File: src/rtl/exc_pkg.sv
package exc_pkg;
  localparam int unsigned XLEN   = 32;
  localparam int unsigned CODE_W = 5;

  // Status / Cause bit positions decoded by neighbouring logic
  localparam int unsigned ST_EXL   = 1;
  localparam int unsigned ST_ERL   = 2;
  localparam int unsigned ST_NMI   = 19;
  localparam int unsigned ST_SR    = 20;
  localparam int unsigned ST_BEV   = 22;
  localparam int unsigned CA_BD    = 31;
  localparam int unsigned CA_CODE  = 2;

  localparam logic [CODE_W-1:0] CODE_REFILL_LD = 5'd2;
  localparam logic [CODE_W-1:0] CODE_REFILL_ST = 5'd3;

  typedef enum logic [2:0] {
    EXC_NONE = 3'd0,
    EXC_GEN  = 3'd1,
    EXC_NMI  = 3'd2,
    EXC_SRST = 3'd3,
    EXC_DBG  = 3'd4
  } exc_cls_e;
endpackage

File: src/rtl/exc_arbiter.sv
module exc_arbiter
  import exc_pkg::*;
(
  input  logic     gen_req_i,
  input  logic     err_req_i,
  input  logic     err_soft_i,
  input  logic     dbg_req_i,
  output exc_cls_e cls_o
);
  always_comb begin
    if (dbg_req_i)      cls_o = EXC_DBG;
    else if (err_req_i) cls_o = err_soft_i ? EXC_SRST : EXC_NMI;
    else if (gen_req_i) cls_o = EXC_GEN;
    else                cls_o = EXC_NONE;
  end
endmodule

File: src/rtl/exc_ret_addr.sv
module exc_ret_addr #(
  parameter int unsigned XLEN      = 32,
  parameter int unsigned INSN_BYTES = 4
) (
  input  logic [XLEN-1:0] pc_i,
  input  logic            delay_slot_i,
  output logic [XLEN-1:0] ret_o,
  output logic            bd_o
);
  localparam logic [XLEN-1:0] STEP = XLEN'(INSN_BYTES);

  // restart at the branch when the fault sits in its delay slot
  assign ret_o = delay_slot_i ? (pc_i - STEP) : pc_i;
  assign bd_o  = delay_slot_i;
endmodule

File: src/rtl/exc_vector.sv
module exc_vector
  import exc_pkg::*;
#(
  parameter int unsigned   XLEN      = 32,
  parameter logic [31:0]   BOOT_BASE = 32'hBFC0_0000,
  parameter logic [31:0]   RUN_BASE  = 32'h8000_0000,
  parameter logic [31:0]   GEN_BOOT  = 32'h0000_0200,
  parameter logic [31:0]   DBG_OFF   = 32'h0000_0480,
  parameter logic [31:0]   GEN_OFF   = 32'h0000_0180,
  parameter logic [31:0]   REFILL_OFF = 32'h0000_0000
) (
  input  exc_cls_e          cls_i,
  input  logic              bev_i,
  input  logic              exl_i,
  input  logic              refill_i,
  input  logic [CODE_W-1:0] code_i,
  input  logic [XLEN-1:0]   pc_i,
  output logic [XLEN-1:0]   vec_o
);
  logic            refill_hit;
  logic [XLEN-1:0] gen_base;
  logic [XLEN-1:0] gen_off;

  assign refill_hit = refill_i && !exl_i &&
                      (code_i == CODE_REFILL_LD || code_i == CODE_REFILL_ST);
  assign gen_base   = bev_i ? XLEN'(BOOT_BASE + GEN_BOOT) : XLEN'(RUN_BASE);
  assign gen_off    = refill_hit ? XLEN'(REFILL_OFF) : XLEN'(GEN_OFF);

  always_comb begin
    unique case (cls_i)
      EXC_GEN:           vec_o = gen_base + gen_off;
      EXC_NMI, EXC_SRST: vec_o = XLEN'(BOOT_BASE);
      EXC_DBG:           vec_o = XLEN'(BOOT_BASE + DBG_OFF);
      default:           vec_o = pc_i;
    endcase
  end
endmodule

File: src/rtl/exc_entry_unit.sv
module exc_entry_unit
  import exc_pkg::*;
(
  input  logic              clk_i,
  input  logic              rst_ni,
  input  logic              gen_req_i,
  input  logic [CODE_W-1:0] gen_code_i,
  input  logic              tlb_refill_i,
  input  logic              err_req_i,
  input  logic              err_soft_i,
  input  logic              dbg_req_i,
  input  logic [XLEN-1:0]   pc_i,
  input  logic              delay_slot_i,
  input  logic              user_mode_i,
  input  logic              debug_mode_i,
  input  logic [XLEN-1:0]   status_i,
  input  logic [XLEN-1:0]   cause_i,
  input  logic [XLEN-1:0]   epc_i,
  input  logic [XLEN-1:0]   errorepc_i,
  input  logic [XLEN-1:0]   depc_i,
  input  logic [XLEN-1:0]   watchlo_i,
  output logic              redirect_o,
  output logic [XLEN-1:0]   pc_o,
  output logic [XLEN-1:0]   status_o,
  output logic [XLEN-1:0]   cause_o,
  output logic [XLEN-1:0]   epc_o,
  output logic [XLEN-1:0]   errorepc_o,
  output logic [XLEN-1:0]   depc_o,
  output logic [XLEN-1:0]   watchlo_o,
  output logic              user_mode_o,
  output logic              debug_mode_o,
  output logic              delay_slot_o
);
  exc_cls_e        cls;
  logic [XLEN-1:0] ret_addr;
  logic            ret_bd;
  logic [XLEN-1:0] vec_pc;

  logic [XLEN-1:0] status_n, cause_n, epc_n, errorepc_n, depc_n, watchlo_n, pc_n;
  logic            user_n, debug_n, delay_n, redirect_n;

  exc_arbiter u_arb (
    .gen_req_i  (gen_req_i),
    .err_req_i  (err_req_i),
    .err_soft_i (err_soft_i),
    .dbg_req_i  (dbg_req_i),
    .cls_o      (cls)
  );

  // one return-address path shared: only one class wins per cycle
  exc_ret_addr #(.XLEN(XLEN)) u_ret (
    .pc_i         (pc_i),
    .delay_slot_i (delay_slot_i),
    .ret_o        (ret_addr),
    .bd_o         (ret_bd)
  );

  exc_vector #(.XLEN(XLEN)) u_vec (
    .cls_i    (cls),
    .bev_i    (status_i[ST_BEV]),
    .exl_i    (status_i[ST_EXL]),
    .refill_i (tlb_refill_i),
    .code_i   (gen_code_i),
    .pc_i     (pc_i),
    .vec_o    (vec_pc)
  );

  always_comb begin
    status_n   = status_i;
    cause_n    = cause_i;
    epc_n      = epc_i;
    errorepc_n = errorepc_i;
    depc_n     = depc_i;
    watchlo_n  = watchlo_i;
    user_n     = user_mode_i;
    debug_n    = debug_mode_i;
    delay_n    = delay_slot_i;
    pc_n       = vec_pc;
    redirect_n = (cls != EXC_NONE);
    unique case (cls)
      EXC_GEN: begin
        if (!status_i[ST_EXL]) begin
          epc_n          = ret_addr;
          cause_n[CA_BD] = ret_bd;
        end
        cause_n[CA_CODE +: CODE_W] = gen_code_i;
        status_n[ST_EXL]           = 1'b1;
        user_n                     = 1'b0;
        delay_n                    = 1'b0;
      end
      EXC_NMI, EXC_SRST: begin
        status_n[ST_ERL] = 1'b1;
        status_n[ST_BEV] = 1'b1;
        if (cls == EXC_SRST) begin
          status_n[ST_SR] = 1'b1;
          watchlo_n       = '0;
        end else begin
          status_n[ST_NMI] = 1'b1;
        end
        errorepc_n = ret_addr;
        user_n     = 1'b0;
        delay_n    = 1'b0;
      end
      EXC_DBG: begin
        depc_n  = ret_addr;
        debug_n = 1'b1;
        user_n  = 1'b0;
        delay_n = 1'b0;
      end
      default: ;
    endcase
  end

  always_ff @(posedge clk_i or negedge rst_ni) begin
    if (!rst_ni) begin
      redirect_o   <= 1'b0;
      pc_o         <= '0;
      status_o     <= '0;
      cause_o      <= '0;
      epc_o        <= '0;
      errorepc_o   <= '0;
      depc_o       <= '0;
      watchlo_o    <= '0;
      user_mode_o  <= 1'b0;
      debug_mode_o <= 1'b0;
      delay_slot_o <= 1'b0;
    end else begin
      redirect_o   <= redirect_n;
      pc_o         <= pc_n;
      status_o     <= status_n;
      cause_o      <= cause_n;
      epc_o        <= epc_n;
      errorepc_o   <= errorepc_n;
      depc_o       <= depc_n;
      watchlo_o    <= watchlo_n;
      user_mode_o  <= user_n;
      debug_mode_o <= debug_n;
      delay_slot_o <= delay_n;
    end
  end
endmodule

File: config.mk
export PLATFORM = sky130hd
export DESIGN_NAME = exc_entry_unit
export DESIGN_NICKNAME = d
export VERILOG_FILES = /design/src/rtl/exc_pkg.sv /design/src/rtl/exc_arbiter.sv /design/src/rtl/exc_ret_addr.sv /design/src/rtl/exc_vector.sv /design/src/rtl/exc_entry_unit.sv
export SDC_FILE = /design/constraint.sdc
export NUM_CORES = 1
export LEC_CHECK = 0
export BUFFER_PORTS_ARGS = -buffer_cell sky130_fd_sc_hd__buf_2
export CAP_MARGIN = 20
export CORE_AREA = 2 2 183 185
export CTS_CLUSTER_DIAMETER = 120
export DETAILED_ROUTE_END_ITERATION = 10
export DIE_AREA = 0 0 185 187
export PLACE_DENSITY = 0.5
export SYNTH_ARGS = -nofsm -noshare
export SYNTH_HDL_FRONTEND = slang
export SYNTH_SLANG_ARGS = --single-unit
File: constraint.sdc
create_clock -name clk_i -period 0.8 [get_ports clk_i]
set_input_delay 0.04 -clock clk_i [delete_from_list [all_inputs] [get_ports clk_i]]
set_output_delay 0.04 -clock clk_i [all_outputs]
set_load 0.02 [all_outputs]
==> results.yml <==
sta:
  fin_crit_sh_pct: 178.7
  slew_viol_final: 0
  hold_viol: 32
  max_freq_ghz: 0.6994
  slew_headroom_pct: 73.83
  min_period_ns: 1.430
  whs_ns: -0.03079
  rsz0062_at_grt: "yes"
  fin_ws_ns: -0.6299
  setup_viol: 301
  fin_tns_setup_ns: -85.99
  worst-slew-pin-transition_ns: 0.3926
pwr:
  peakVddDrop_mv: 1.332
  p_leak_nw: 8.040
  powerDensity_nw_per_um2: 1779
die:
  start_util_pct: 24.41
  die_h_um: 187
  core_um2: 32860
  die_area_um2: 34600
  dieWidth_um: 185
  placementRows: 67
  io_pins: 467
routing:
  detail-route-antenna-nets: 0
  drtPass1Iterations: 4
  wl_mm: 36.01
  routedWlPerCell_um: 18.63
  avgViaCountPerCell: 4.290
  drtIter0Drc: 323
  vias: 8292
  route.detailed.drc: 0
clocking:
  cts-htree-levels: 1
  clk_pin_slew_worst_paths_ns: 0.06
  cts.sinks: 228
  cts_buffers: 25
  cts_buffer_depth: 3
  clock-root-buffer: "clkbuf_16"
  tritoncts: "built"
synthesis:
  avgSynthCellArea_um2: 12.36
  synthCells: 649
  synthFlopType: "dfrtp_1"
  yosysUniqueCellTypes: 39
  synth-async-reset-ratio_pct: 100.0
  synth-seq-cells: 228
  ys_seq_area_share_pct: 71.12
  syn_area_um2: 8023
  ys_warn_count: 0
  synth_edf_count: 0
  syn_nets: 889
place:
  place.gp.congestion: 0.8174
  io_buffers: 466
  place_hpwl_mm: 24.92
  place_ws_ns: -1.264
critical_path:
  path_class: "input pin to flop"
  cp_data_required_time_ns: 1.26
  path_max_fanout: 6
  start_kind: "input pin"
  end_kind: "flop"
  crit_arrival_ns: 1.89
finish:
  fin_nets: 1705
  n_fill_cell: 2803
  area_delta_synth_final_pct: 114.1
  seq_area_um2: 5705
  drive_gt1_share_pct: 48.82
  multi_input_area_um2: 2740
job:
  drv_cap: 0
global_routing:
  grt_pass1_wl_mm: 52.55
  grt_pass1_vias: 9162
  grt_max_degree: 40
  grtUsageTotal_pct: 20.04
  overflow: 0
  antenna_found_initial: 3
status:
  outcome: "finished with violations"
  violations: "negative hold slack, negative setup slack"
worst_hold_path:
  hold_class: "input pin to flop"
-- state kept, by name (all words and copies together) (netlist names) --
register	flops
errorepc_o	32
redirect_o	1
status_o	32
watchlo_o	32
user_mode_o	1
delay_slot_o	1
debug_mode_o	1
cause_o	32
epc_o	32
depc_o	32
pc_o	32
-- kinds of logic after synthesis --
logic type | synth area share [%]
multiplexers | 1.107
buffers and inverters | 2.027
adder cells (fa/ha/maj) | 0.1559
AND/OR/NAND/NOR | 15.52
flip-flops | 71.12
XOR/XNOR | 1.419
AO/OA/AOI/OAI | 8.656
-- through the flow --
| stage | util, % | hold slack [ns] | power [mW] | cells | area [um2] |
|---|---|---|---|---|---|
| detailed placement | 36.29 | -0.06333 | 16.91 | 1646 | 11920 |
| CTS | 51.45 | -0.05829 | 30.72 | 1931 | 16910 |
| global route | 52.26 | -0.02395 | 31.75 | 1931 | 17170 |
| floorplan | - | -0.2556 | 14.35 | 649 | 8172 |
| global placement | 36.29 | -0.06250 | 16.88 | 1646 | 11920 |
| finish | 52.28 | -0.03079 | 30.55 | 1933 | 17180 |
-- layout by cell type (no fill, tap or decap), types with 3 or more instances in the layout --
cell,netlist,routed
o21ai_1,0,19
buf_4,0,92
a21oi_2,0,6
or2_2,5,3
buf_8,0,4
xnor2_1,4,3
inv_1,12,10
buf_2,1,229
or3_1,8,3
o21ai_0,43,12
and2_1,51,51
o31ai_1,10,5
dlygate4sd3_1,0,228
or4_4,6,13
nand2b_1,9,7
a31oi_1,48,42
clkbuf_16,0,25
buf_6,0,251
clkinvlp_4,0,3
clkinv_2,0,8
dlymetal6s4s_1,0,5
nand4_1,8,8
a31oi_4,0,6
or3_4,0,5
mux2_4,0,5
nor4_4,0,4
dfrtp_1,228,228
o21ai_2,0,12
o31ai_2,0,3
nor2_1,69,67
a21oi_1,13,7
clkbuf_8,0,5
xor2_2,0,4
buf_12,0,11
xor2_4,0,3
nand2_1,51,49
-- timing repair --
item / 4_1_cts / 5_1_grt
hold buffers: 232 / 5
setup endpoints to repair: 312 / 322
resized for setup: 540 / 67
gates cloned: 1 / 0
pin swaps: 51 / 41
hold endpoints to repair: 451 / 24
buffers inserted: 11 / 8
-- Yosys cell counts, types with 8 or more instances --
master | instances | share of area, %
or3_1 | 8 | 0.62
o21ai_0 | 43 | 2.7
and2_1 | 51 | 4.0
nor2_1 | 69 | 3.2
a31oi_1 | 48 | 3.7
nand4_1 | 8 | 0.62
nand2b_1 | 9 | 0.70
inv_1 | 12 | 0.56
a21oi_1 | 13 | 0.81
dfrtp_1 | 228 | 71
nand2_1 | 51 | 2.4
clkbuf_1 | 29 | 1.4
xor2_1 | 9 | 0.98
o31ai_1 | 10 | 0.94
-- final timing paths --
kind / startpoint / to / slack [ns] / cells after the start
setup / recovery: pc_i[16] / depc_o[21] / -0.63 / 5
hold / removal: pc_i[23] / depc_o[23] / -0.03 / 4
max in group asynchronous: rst_ni / cause_o[13] / 0.30 / 3
min in group asynchronous: rst_ni / cause_o[5] / -0.01 / 2
-- critical path: stages --
cell and delay, ns:
buf_6 0.10, or4_4 0.54, or4_4 0.60, or4_4 0.45, a31oi_1 0.16
-- report_power, final --
group          internal [mW]  leakage (nW)  switching, mW
clock network           6.82         0.410           4.79
registers               12.2          2.68          0.384
logic                   3.37          4.95           2.94
-- layout make-up --
class / count / share of cell area (%)
diodes: 2 / 0.02913
clock buffers: 31 / 4.064
flip-flops and latches: 228 / 33.21
repair buffers: 820 / 42.43
inverters: 12 / 0.2913
well taps: 448 / 3.263
multi-input cells: 378 / 15.95
clock inverters: 14 / 0.7647
-- per-layer routing --
metal | share of wire [%] | track usage (%) | vias to the layer above
met4 | 3.2 | 7.357 | 2
li1 | - | - | 3845
met2 | 50 | 35.19 | 337
met3 | 6.4 | 4.225 | 67
met5 | 0.036 | 0 | -
met1 | 40 | 23.99 | 4041
(Power assumes the default switching activity.)
